$ cat src/rtl/spi_ee_pkg.sv
package spi_ee_pkg;

  localparam logic [7:0] CMD_ARM      = 8'h06;
  localparam logic [7:0] CMD_PAGE_WR  = 8'h02;
  localparam logic [7:0] CMD_STAT_WR  = 8'h01;

  typedef enum logic [2:0] {
    ST_OPCODE,
    ST_ADDR,
    ST_DATA,
    ST_STAT,
    ST_SKIP
  } ctrl_st_t;

endpackage

$ cat src/rtl/spi_ee_shift.sv
module spi_ee_shift (
  input  logic       clk,
  input  logic       rst_n,
  input  logic       sck,
  input  logic       cs_n,
  input  logic       si,
  output logic       byte_vld,
  output logic [7:0] byte_dat,
  output logic       frame_end,
  output logic       frame_end_clean
);

  logic [1:0] sck_m, cs_m, si_m;
  logic       sck_d, cs_d;
  logic [6:0] sh_q, sh_n;
  logic [2:0] bcnt_q, bcnt_n;
  logic       vld_q, vld_n;
  logic [7:0] dat_q, dat_n;
  logic       in_frame, sck_rise, take;

  always_comb begin
    in_frame = ~cs_m[1];
    sck_rise = sck_m[1] & ~sck_d;
    take     = in_frame & sck_rise;
    bcnt_n   = in_frame ? (take ? bcnt_q + 3'd1 : bcnt_q) : 3'd0;
    sh_n     = take ? {sh_q[5:0], si_m[1]} : sh_q;
    vld_n    = take && (bcnt_q == 3'd7);
    dat_n    = vld_n ? {sh_q, si_m[1]} : dat_q;
  end

  always_ff @(posedge clk or negedge rst_n) begin
    if (!rst_n) begin
      sck_m  <= 2'b00;
      cs_m   <= 2'b11;
      si_m   <= 2'b00;
      sck_d  <= 1'b0;
      cs_d   <= 1'b1;
      sh_q   <= '0;
      bcnt_q <= '0;
      vld_q  <= 1'b0;
      dat_q  <= '0;
    end else begin
      sck_m  <= {sck_m[0], sck};
      cs_m   <= {cs_m[0], cs_n};
      si_m   <= {si_m[0], si};
      sck_d  <= sck_m[1];
      cs_d   <= cs_m[1];
      sh_q   <= sh_n;
      bcnt_q <= bcnt_n;
      vld_q  <= vld_n;
      dat_q  <= dat_n;
    end
  end

  assign byte_vld        = vld_q;
  assign byte_dat        = dat_q;
  assign frame_end       = cs_m[1] & ~cs_d;
  assign frame_end_clean = frame_end & (bcnt_q == 3'd0);

  // a deselect drops any partial byte
  a_r1_abort_partial: assert property (@(posedge clk) disable iff (!rst_n)
    frame_end |=> (bcnt_q == 3'd0));

  // bytes are only produced from bits taken inside a frame
  a_r1_byte_in_frame: assert property (@(posedge clk) disable iff (!rst_n)
    vld_q |-> $past(in_frame));

endmodule

$ cat src/rtl/spi_ee_pagebuf.sv
module spi_ee_pagebuf #(
  parameter int PAGE_BYTES = 16,
  parameter int IDX_W      = $clog2(PAGE_BYTES)
) (
  input  logic                    clk,
  input  logic                    rst_n,
  input  logic                    start,
  input  logic [IDX_W-1:0]        start_idx,
  input  logic                    wr_en,
  input  logic [7:0]              wr_dat,
  output logic [PAGE_BYTES*8-1:0] page_dat,
  output logic [PAGE_BYTES-1:0]   page_mask
);

  localparam logic [IDX_W-1:0] LAST_IDX = IDX_W'(PAGE_BYTES - 1);

  logic [IDX_W-1:0] ptr_q, ptr_n;

  always_comb begin
    if (start)
      ptr_n = start_idx;
    else if (wr_en)
      ptr_n = (ptr_q == LAST_IDX) ? '0 : ptr_q + 1'b1;
    else
      ptr_n = ptr_q;
  end

  always_ff @(posedge clk or negedge rst_n) begin
    if (!rst_n) ptr_q <= '0;
    else        ptr_q <= ptr_n;
  end

  for (genvar g = 0; g < PAGE_BYTES; g++) begin : g_slot
    logic       hit;
    logic [7:0] dat_q;
    logic       mask_q, mask_n;

    assign hit = wr_en && (ptr_q == IDX_W'(g));

    always_comb begin
      if (start)    mask_n = 1'b0;
      else if (hit) mask_n = 1'b1;
      else          mask_n = mask_q;
    end

    always_ff @(posedge clk or negedge rst_n) begin
      if (!rst_n) begin
        dat_q  <= '0;
        mask_q <= 1'b0;
      end else begin
        mask_q <= mask_n;
        if (hit) dat_q <= wr_dat;
      end
    end

    assign page_dat[g*8 +: 8] = dat_q;
    assign page_mask[g]       = mask_q;
  end

  // the pointer wraps from the last slot to the first
  a_r5_wrap: assert property (@(posedge clk) disable iff (!rst_n)
    (wr_en && !start && ptr_q == LAST_IDX) |=> (ptr_q == '0));

  // otherwise the pointer advances by one
  a_r4_step: assert property (@(posedge clk) disable iff (!rst_n)
    (wr_en && !start && ptr_q != LAST_IDX) |=> (ptr_q == $past(ptr_q) + 1'b1));

endmodule

$ cat src/rtl/spi_ee_array.sv
module spi_ee_array #(
  parameter int ADDR_W     = 8,
  parameter int PAGE_BYTES = 16,
  parameter int IDX_W      = $clog2(PAGE_BYTES),
  parameter int PG_W       = ADDR_W - IDX_W
) (
  input  logic                    clk,
  input  logic                    rst_n,
  input  logic                    pg_we,
  input  logic [PG_W-1:0]         pg_sel,
  input  logic [PAGE_BYTES*8-1:0] pg_dat,
  input  logic [PAGE_BYTES-1:0]   pg_mask,
  input  logic [ADDR_W-1:0]       rd_addr,
  output logic [7:0]              rd_dat
);

  localparam int DEPTH = 1 << ADDR_W;

  logic [DEPTH*8-1:0] cells;

  for (genvar a = 0; a < DEPTH; a++) begin : g_cell
    localparam int PG = a / PAGE_BYTES;
    localparam int BY = a % PAGE_BYTES;
    logic       hit;
    logic [7:0] cell_q;

    assign hit = pg_we && (pg_sel == PG_W'(PG)) && pg_mask[BY];

    always_ff @(posedge clk or negedge rst_n) begin
      if (!rst_n)   cell_q <= 8'hFF;
      else if (hit) cell_q <= pg_dat[BY*8 +: 8];
    end

    assign cells[a*8 +: 8] = cell_q;
  end

  assign rd_dat = cells[{rd_addr, 3'b000} +: 8];

endmodule

$ cat src/rtl/spi_ee_ctrl.sv
module spi_ee_ctrl
  import spi_ee_pkg::*;
#(
  parameter int ADDR_W       = 8,
  parameter int PAGE_BYTES   = 16,
  parameter int WRITE_CYCLES = 5000,
  parameter int IDX_W        = $clog2(PAGE_BYTES),
  parameter int PG_W         = ADDR_W - IDX_W
) (
  input  logic             clk,
  input  logic             rst_n,
  input  logic             byte_vld,
  input  logic [7:0]       byte_dat,
  input  logic             frame_end,
  input  logic             frame_end_clean,
  input  logic             buf_any,
  output logic             pb_start,
  output logic [IDX_W-1:0] pb_idx,
  output logic             pb_wr,
  output logic             pg_we,
  output logic [PG_W-1:0]  pg_sel,
  output logic [7:0]       status
);

  localparam int ADDR_BYTES = (ADDR_W + 7) / 8;
  localparam int AF_W       = ADDR_BYTES * 8;
  localparam int AC_W       = (ADDR_BYTES > 1) ? $clog2(ADDR_BYTES) : 1;
  localparam int CNT_W      = (WRITE_CYCLES > 1) ? $clog2(WRITE_CYCLES) : 1;

  ctrl_st_t         st_q, st_n;
  logic [AC_W-1:0]  acnt_q, acnt_n;
  logic [AF_W-1:0]  addr_q, addr_n;
  logic [PG_W-1:0]  page_q, page_n;
  logic             wel_q, wel_n;
  logic             busy_q, busy_n;
  logic [CNT_W-1:0] cnt_q, cnt_n;
  logic             kind_q, kind_n;     // 1: status commit, 0: page commit
  logic [5:0]       srbuf_q, srbuf_n;
  logic             srgot_q, srgot_n;
  logic [5:0]       sr_q, sr_n;

  always_comb begin
    st_n     = st_q;
    acnt_n   = acnt_q;
    addr_n   = addr_q;
    page_n   = page_q;
    wel_n    = wel_q;
    busy_n   = busy_q;
    cnt_n    = cnt_q;
    kind_n   = kind_q;
    srbuf_n  = srbuf_q;
    srgot_n  = srgot_q;
    sr_n     = sr_q;
    pb_start = 1'b0;
    pg_we    = 1'b0;

    // write cycle countdown and commit
    if (busy_q) begin
      if (cnt_q == '0) begin
        busy_n = 1'b0;
        wel_n  = 1'b0;
        if (kind_q) sr_n  = srbuf_q;
        else        pg_we = 1'b1;
      end else begin
        cnt_n = cnt_q - 1'b1;
      end
    end

    // byte decode
    if (byte_vld) begin
      case (st_q)
        ST_OPCODE: begin
          st_n = ST_SKIP;
          if (!busy_q) begin
            if (byte_dat == CMD_ARM) begin
              wel_n = 1'b1;
            end else if (byte_dat == CMD_PAGE_WR && wel_q) begin
              st_n   = ST_ADDR;
              acnt_n = '0;
            end else if (byte_dat == CMD_STAT_WR && wel_q) begin
              st_n    = ST_STAT;
              srgot_n = 1'b0;
            end
          end
        end
        ST_ADDR: begin
          addr_n = AF_W'({addr_q, byte_dat});
          if (acnt_q == AC_W'(ADDR_BYTES - 1)) begin
            st_n     = ST_DATA;
            pb_start = 1'b1;
            page_n   = addr_n[ADDR_W-1:IDX_W];
          end else begin
            acnt_n = acnt_q + 1'b1;
          end
        end
        ST_STAT: begin
          if (!srgot_q) begin
            srbuf_n = byte_dat[7:2];
            srgot_n = 1'b1;
          end else begin
            st_n    = ST_SKIP;
            srgot_n = 1'b0;
          end
        end
        default: ;
      endcase
    end

    // end of frame: start the write cycle when the frame was complete
    if (frame_end) begin
      st_n    = ST_OPCODE;
      acnt_n  = '0;
      srgot_n = 1'b0;
      if (frame_end_clean && !busy_q) begin
        if (st_q == ST_DATA && buf_any) begin
          busy_n = 1'b1;
          kind_n = 1'b0;
          cnt_n  = CNT_W'(WRITE_CYCLES - 1);
        end else if (st_q == ST_STAT && srgot_q) begin
          busy_n = 1'b1;
          kind_n = 1'b1;
          cnt_n  = CNT_W'(WRITE_CYCLES - 1);
        end
      end
    end
  end

  always_ff @(posedge clk or negedge rst_n) begin
    if (!rst_n) begin
      st_q    <= ST_OPCODE;
      acnt_q  <= '0;
      addr_q  <= '0;
      page_q  <= '0;
      wel_q   <= 1'b0;
      busy_q  <= 1'b0;
      cnt_q   <= '0;
      kind_q  <= 1'b0;
      srbuf_q <= '0;
      srgot_q <= 1'b0;
      sr_q    <= '0;
    end else begin
      st_q    <= st_n;
      acnt_q  <= acnt_n;
      addr_q  <= addr_n;
      page_q  <= page_n;
      wel_q   <= wel_n;
      busy_q  <= busy_n;
      cnt_q   <= cnt_n;
      kind_q  <= kind_n;
      srbuf_q <= srbuf_n;
      srgot_q <= srgot_n;
      sr_q    <= sr_n;
    end
  end

  assign pb_idx = addr_n[IDX_W-1:0];
  assign pb_wr  = byte_vld && (st_q == ST_DATA);
  assign pg_sel = page_q;
  assign status = {sr_q, wel_q, busy_q};

  // busy stays up until the countdown has run out
  a_r6_busy_hold: assert property (@(posedge clk) disable iff (!rst_n)
    (busy_q && cnt_q != '0) |=> busy_q);

  // the latch is clear whenever a cycle has just finished
  a_r7_wel_clear: assert property (@(posedge clk) disable iff (!rst_n)
    $fell(busy_q) |-> !wel_q);

  // a cycle only starts with the latch armed
  a_r8_needs_wel: assert property (@(posedge clk) disable iff (!rst_n)
    $rose(busy_q) |-> $past(wel_q));

  // status bits hold while a cycle is still counting
  a_r10_sr_stable: assert property (@(posedge clk) disable iff (!rst_n)
    (busy_q && cnt_q != '0) |=> $stable(sr_q));

  // no new page load while busy
  a_r10_no_load: assert property (@(posedge clk) disable iff (!rst_n)
    busy_q |-> !pb_start);

endmodule

$ cat src/rtl/spi_ee_pgwr.sv
module spi_ee_pgwr #(
  parameter int ADDR_W       = 8,
  parameter int PAGE_BYTES   = 16,
  parameter int WRITE_CYCLES = 5000
) (
  input  logic              clk,
  input  logic              rst_n,
  input  logic              spi_sck,
  input  logic              spi_cs_n,
  input  logic              spi_si,
  input  logic [ADDR_W-1:0] peek_addr,
  output logic [7:0]        peek_data,
  output logic [7:0]        status
);

  localparam int IDX_W = $clog2(PAGE_BYTES);
  localparam int PG_W  = ADDR_W - IDX_W;

  logic [1:0] rst_ff;
  logic       rst_i_n;

  always_ff @(posedge clk or negedge rst_n) begin
    if (!rst_n) rst_ff <= 2'b00;
    else        rst_ff <= {rst_ff[0], 1'b1};
  end
  assign rst_i_n = rst_ff[1];

  logic                    byte_vld, frame_end, frame_end_clean;
  logic [7:0]              byte_dat;
  logic                    pb_start, pb_wr, pg_we;
  logic [IDX_W-1:0]        pb_idx;
  logic [PG_W-1:0]         pg_sel;
  logic [PAGE_BYTES*8-1:0] page_dat;
  logic [PAGE_BYTES-1:0]   page_mask;

  spi_ee_shift i_shift (
    .clk             (clk),
    .rst_n           (rst_i_n),
    .sck             (spi_sck),
    .cs_n            (spi_cs_n),
    .si              (spi_si),
    .byte_vld        (byte_vld),
    .byte_dat        (byte_dat),
    .frame_end       (frame_end),
    .frame_end_clean (frame_end_clean)
  );

  spi_ee_ctrl #(
    .ADDR_W       (ADDR_W),
    .PAGE_BYTES   (PAGE_BYTES),
    .WRITE_CYCLES (WRITE_CYCLES),
    .IDX_W        (IDX_W),
    .PG_W         (PG_W)
  ) i_ctrl (
    .clk             (clk),
    .rst_n           (rst_i_n),
    .byte_vld        (byte_vld),
    .byte_dat        (byte_dat),
    .frame_end       (frame_end),
    .frame_end_clean (frame_end_clean),
    .buf_any         (|page_mask),
    .pb_start        (pb_start),
    .pb_idx          (pb_idx),
    .pb_wr           (pb_wr),
    .pg_we           (pg_we),
    .pg_sel          (pg_sel),
    .status          (status)
  );

  spi_ee_pagebuf #(
    .PAGE_BYTES (PAGE_BYTES),
    .IDX_W      (IDX_W)
  ) i_pagebuf (
    .clk       (clk),
    .rst_n     (rst_i_n),
    .start     (pb_start),
    .start_idx (pb_idx),
    .wr_en     (pb_wr),
    .wr_dat    (byte_dat),
    .page_dat  (page_dat),
    .page_mask (page_mask)
  );

  spi_ee_array #(
    .ADDR_W     (ADDR_W),
    .PAGE_BYTES (PAGE_BYTES),
    .IDX_W      (IDX_W),
    .PG_W       (PG_W)
  ) i_array (
    .clk     (clk),
    .rst_n   (rst_i_n),
    .pg_we   (pg_we),
    .pg_sel  (pg_sel),
    .pg_dat  (page_dat),
    .pg_mask (page_mask),
    .rd_addr (peek_addr),
    .rd_dat  (peek_data)
  );

endmodule

$ cat config.mk
export PLATFORM = sky130hd
export DESIGN_NAME = spi_ee_pgwr
export DESIGN_NICKNAME = d
export VERILOG_FILES = /design/src/rtl/spi_ee_pkg.sv /design/src/rtl/spi_ee_shift.sv /design/src/rtl/spi_ee_pagebuf.sv /design/src/rtl/spi_ee_array.sv /design/src/rtl/spi_ee_ctrl.sv /design/src/rtl/spi_ee_pgwr.sv
export SDC_FILE = /design/constraint.sdc
export NUM_CORES = 2
export LEC_CHECK = 0
export BUFFER_PORTS_ARGS = -buffer_cell sky130_fd_sc_hd__buf_2
export CORE_UTILIZATION = 50
export CTS_CLUSTER_DIAMETER = 60
export DETAILED_ROUTE_END_ITERATION = 8
export MAX_ROUTING_LAYER = met4
export PLACE_DENSITY = 0.67
export SLEW_MARGIN = 20
export SYNTH_ARGS = -nofsm -noshare
export SYNTH_HDL_FRONTEND = slang
export SYNTH_SLANG_ARGS = --single-unit
$ cat constraint.sdc
create_clock -name clk -period 167.8 [get_ports clk]
set_clock_uncertainty 0.1 [all_clocks]
set_input_delay 25.17 -clock clk [delete_from_list [all_inputs] [get_ports clk]]
set_output_delay 25.17 -clock clk [all_outputs]
set_load 0.02 [all_outputs]
==> results by group <==
Power
  • Worst vdd ir: 0.0114 mV
  • Power Density: 9.77 nW/um^2
  • Pleak: 47.6 nW

Yosys
  • Mux cell area share after synthesis: 0.348
  • Post-synth EDFFs: 0
  • Synth Flop Type: dfstp_2
  • Post-synthesis cell type count: 73
  • Async SR Flop Fraction: 1.00
  • Synth Cell Area: 104,000 um^2
  • Main combinational cell family by area after synthesis: multiplexers
  • Syn Nets: 6,603
  • Post-Synth Simple-Gate Area: 0.0312
  • Xor and xnor area share after synthesis: 0.000928
  • Compound-Gate Fraction of Synth Area: 0.0306
  • Cells after synthesis: 6,582
  • Avg Cell Area, Syn: 15.8 um^2
  • Sequential fraction of the synthesis area: 0.570
  • Seq cells post-synth: 2,261
  • Yosys warns: 0
  • Post-Synth Adder-Cell Area: 0.000964

Placement
  • HPWL after DPL: 228 mm
  • Placer Congestion: 1.06
  • Area of placed instances: 107,000 um^2
  • IO Port Bufs: 28

STA
  • Relative slew slack: 0.0628
  • Hold Violations, Final: 0
  • FMAX: 0.0175 GHz
  • Worst Tran Pin Value: 1.41 ns
  • RSZ-0062 raised after global routing: false
  • Tcrit/Tclk final: 0.340
  • Final setup vio count: 0
  • Final min period: 57.07 ns
  • Setup_tns: 0 ns
  • Slew Limit Fails: 0

Final layout
  • Layout cells sized above 1: 0.755
  • P&R area growth vs syn: 10.8%
  • Area of the multi-input gates: 42,900 um^2
  • Fill count: 16,112
  • Seq. cell area: 59,200 um^2
  • Finished Cell Area: 115,000 um^2
  • Nets: 6,622

Routing
  • # DRC: 0
  • Remaining antenna violation count after routing: 0
  • DRC violation total after the first TritonRoute iteration: 5,984
  • Vias per cell: 6.54
  • WL final: 350 mm
  • Vias: 62,221
  • Mean routed wirelength per cell: 36.8 um
  • Drt pass-1 iters: 5

Clocking
  • CTS tree: done
  • Root buffer cell: clkbuf_16
  • Total CTS buffers: 234
  • CTS sink cnt: 2,261
  • Clock transition at path regs: 0.06 ns
  • Post-CTS Resized: 0
  • H-tree levels: 4
  • Hold-fix buffers, CTS: 0
  • Number of buffers added for setup after CTS: 0
  • Clock buffer depth: 3
  • Clk Latency, worst-skew pair: 0.91 ns

Global routing
  • Total Routing Usage GR: 0.347
  • Busiest metal layer after global routing: met2
  • Global routing met3 resource utilization: 0.102
  • Initial antenna violation count: 41
  • Vias in the first global route: 63,885
  • M2 GR Usage: 0.497
  • Global-route wire length before repair: 495 mm
  • Largest net degree at the start of global routing: 180
  • Met1 Track Usage GR: 0.458
  • Overflow after GRT: 0

Outcome
  • Outcome: complete, no violations

Floorplan
  • Starting Density: 0.505
  • Die area: 209,000 um^2
  • Die Y: 458 um
  • Io pins: 29
  • Row count: 166
  • Core Box Area: 205,000 um^2
  • Die W: 458 um

Setup path
  • Max stage delay on crit path: 0.98 ns
  • Worst Setup Start Kind: input pin
  • Critical path arrival: 31.80 ns
  • Cells along the critical path: buf_8, buf_4, buf_4, buf_4, buf_4, mux2i_1, o221ai_1, o22ai_1, nor3_1, nor4_1, nor4_2, buf_2
  • Worst path most repeated cell: buf_4
  • CP Max Fanout: 69
  • CP Data Required Time: 142.53 ns
  • WS Path Type: input pin to primary output
  • CP max stage cell: buf_4
  • Crit end category: primary output

Worst hold path
  • Type of the most critical hold path: flop to flop

Run
  • Max Cap Viol: 0
path summary, 6_finish.rpt:
kind | depth (start not counted) | from | slack [ns] | to
max reg2reg | 6 | rst_ff[1] | 161.86 | i_array.g_cell[162].cell_q[7]
min reg2reg | 0 | rst_ff[0] | 0.25 | rst_ff[1]
min | 0 | rst_ff[0] | 0.25 | rst_ff[1]
min in group asynchronous | 0 | rst_ff[1] | 0.27 | i_pagebuf.g_slot[13].dat_q[6]
max in group asynchronous | 1 | rst_n | 143.52 | rst_ff[1]
max | 12 | peek_addr[0] | 110.73 | peek_data[2]
synth_stat cells, types with 9 or more instances:
cell | count | area (um^2)
nor2_1 | 66 | 248
mux4_2 | 433 | 9750
xnor2_1 | 10 | 87.6
a211oi_1 | 13 | 97.6
a22oi_1 | 159 | 1190
dfrtp_1 | 210 | 5260
buf_2 | 62 | 310
nand2_4 | 18 | 203
dfstp_2 | 2051 | 53900
buf_4 | 44 | 330
nand2_2 | 122 | 763
mux2_2 | 1889 | 21300
and2_1 | 15 | 93.8
a31oi_1 | 17 | 106
nor2_2 | 13 | 81.3
clkbuf_1 | 274 | 1030
o211ai_1 | 15 | 113
o21ai_0 | 29 | 145
mux2i_1 | 149 | 1490
nor2b_1 | 14 | 87.6
nand4_1 | 9 | 56.3
nand3_1 | 16 | 80.1
nor3_1 | 27 | 135
o221ai_1 | 35 | 307
buf_1 | 30 | 113
a21oi_1 | 115 | 576
nor4_1 | 38 | 238
o22ai_1 | 26 | 163
inv_1 | 18 | 67.6
mux2_1 | 320 | 3600
nand2_1 | 222 | 833
layout by cell type (no fill, tap or decap), types with 9 or more instances in the layout:
master,instances
a21oi_1,115
mux4_2,433
buf_4,162
xnor2_1,10
nor2_1,64
nand2_4,18
clkinv_2,32
mux2i_1,149
clkbuf_16,237
clkbuf_8,58
nor2b_1,10
buf_2,26
a211oi_1,13
nand4_1,9
nor3_1,27
dfrtp_2,11
inv_1,18
o211ai_1,15
diode_2,16
a22oi_1,159
o21ai_0,29
nand2_2,122
mux2_1,320
clkbuf_1,79
bufinv_16,17
and2_1,13
dfstp_2,2051
o221ai_1,35
nand3_1,16
nor4_1,31
dfrtp_1,198
nand2_1,222
a31oi_1,17
o22ai_1,26
mux2_2,1889
power breakdown:
group | leakage (nW) | switching [W] | internal, W
Combinational | 19.6 | 0.0000268 | 0.00000862
Sequential | 24.0 | 0.000000824 | 0.000549
Clock | 3.92 | 0.000226 | 0.000313
registers in the layout (all words and copies together) (netlist names), 2 cells and up:
name and flops:
i_array.g_cell.cell_q 2048, i_ctrl.srbuf_q 6, i_shift.si_m 2, i_ctrl.cnt_q 13, i_ctrl.sr_q 6, i_shift.sh_q 7, i_shift.sck_m 2, i_shift.byte_dat 8
i_shift.cs_m 2, i_ctrl.st_q 3, i_pagebuf.g_slot.mask_q 16, rst_ff 2, i_shift.bcnt_q 3, i_pagebuf.ptr_q 4, i_ctrl.pg_sel 4, i_pagebuf.g_slot.dat_q 128
logic make-up (layout without fill, tap and decap cells):
family | after synthesis | count (layout)
mux | 2791 | 2791
flops | 2261 | 2261
simple gates | 610 | 610
compound gates | 463 | 463
buf+inv | 437 | 661
xor+xnor | 11 | 11
fa+ha+maj | 8 | 8
other cells | 1 | 17
area by class of cell:
| cell class | count | area share |
|---|---|---|
| clock buffers | 374 | 0.0610 |
| clock inverters | 67 | 0.00857 |
| multi-input cells | 3884 | 0.373 |
| flip-flops and latches | 2261 | 0.514 |
| repair buffers | 201 | 0.0135 |
| well taps | 2688 | 0.0292 |
| inverters | 19 | 0.000620 |
| diodes | 16 | 0.000348 |
per-layer routing:
layer  vias to the layer above  share of wire  wire, um
met5                         -              0         0
met2                      2588           0.44    156000
met1                     34312           0.41    144000
li1                      24728              -         -
met3                       593          0.097     33900
met4                         0          0.049     17100
per-stage QoR:
stage                     total power (W)  worst slack [ns]  instances  hold WS (ns)   util
after global placement           0.000593            110.60       9053         0.237  0.521
after CTS                         0.00113            110.77       9494         0.253  0.560
after detailed placement         0.000593            110.79       9053         0.239  0.521
after floorplan                  0.000576            103.59       6582         0.231      -
final                             0.00112            110.73       9510         0.250  0.560
after global routing              0.00115            110.55       9505         0.255  0.560
critical path, delay by kind of cell:
family	cells	cell delay [ns]
buffers and inverters	6	4.11
AOI/OAI and AO/OA	2	0.43
and+or+nand+nor	3	1.71
muxes	1	0.20
No activity file was read; power rests on OpenSTA's default activity.
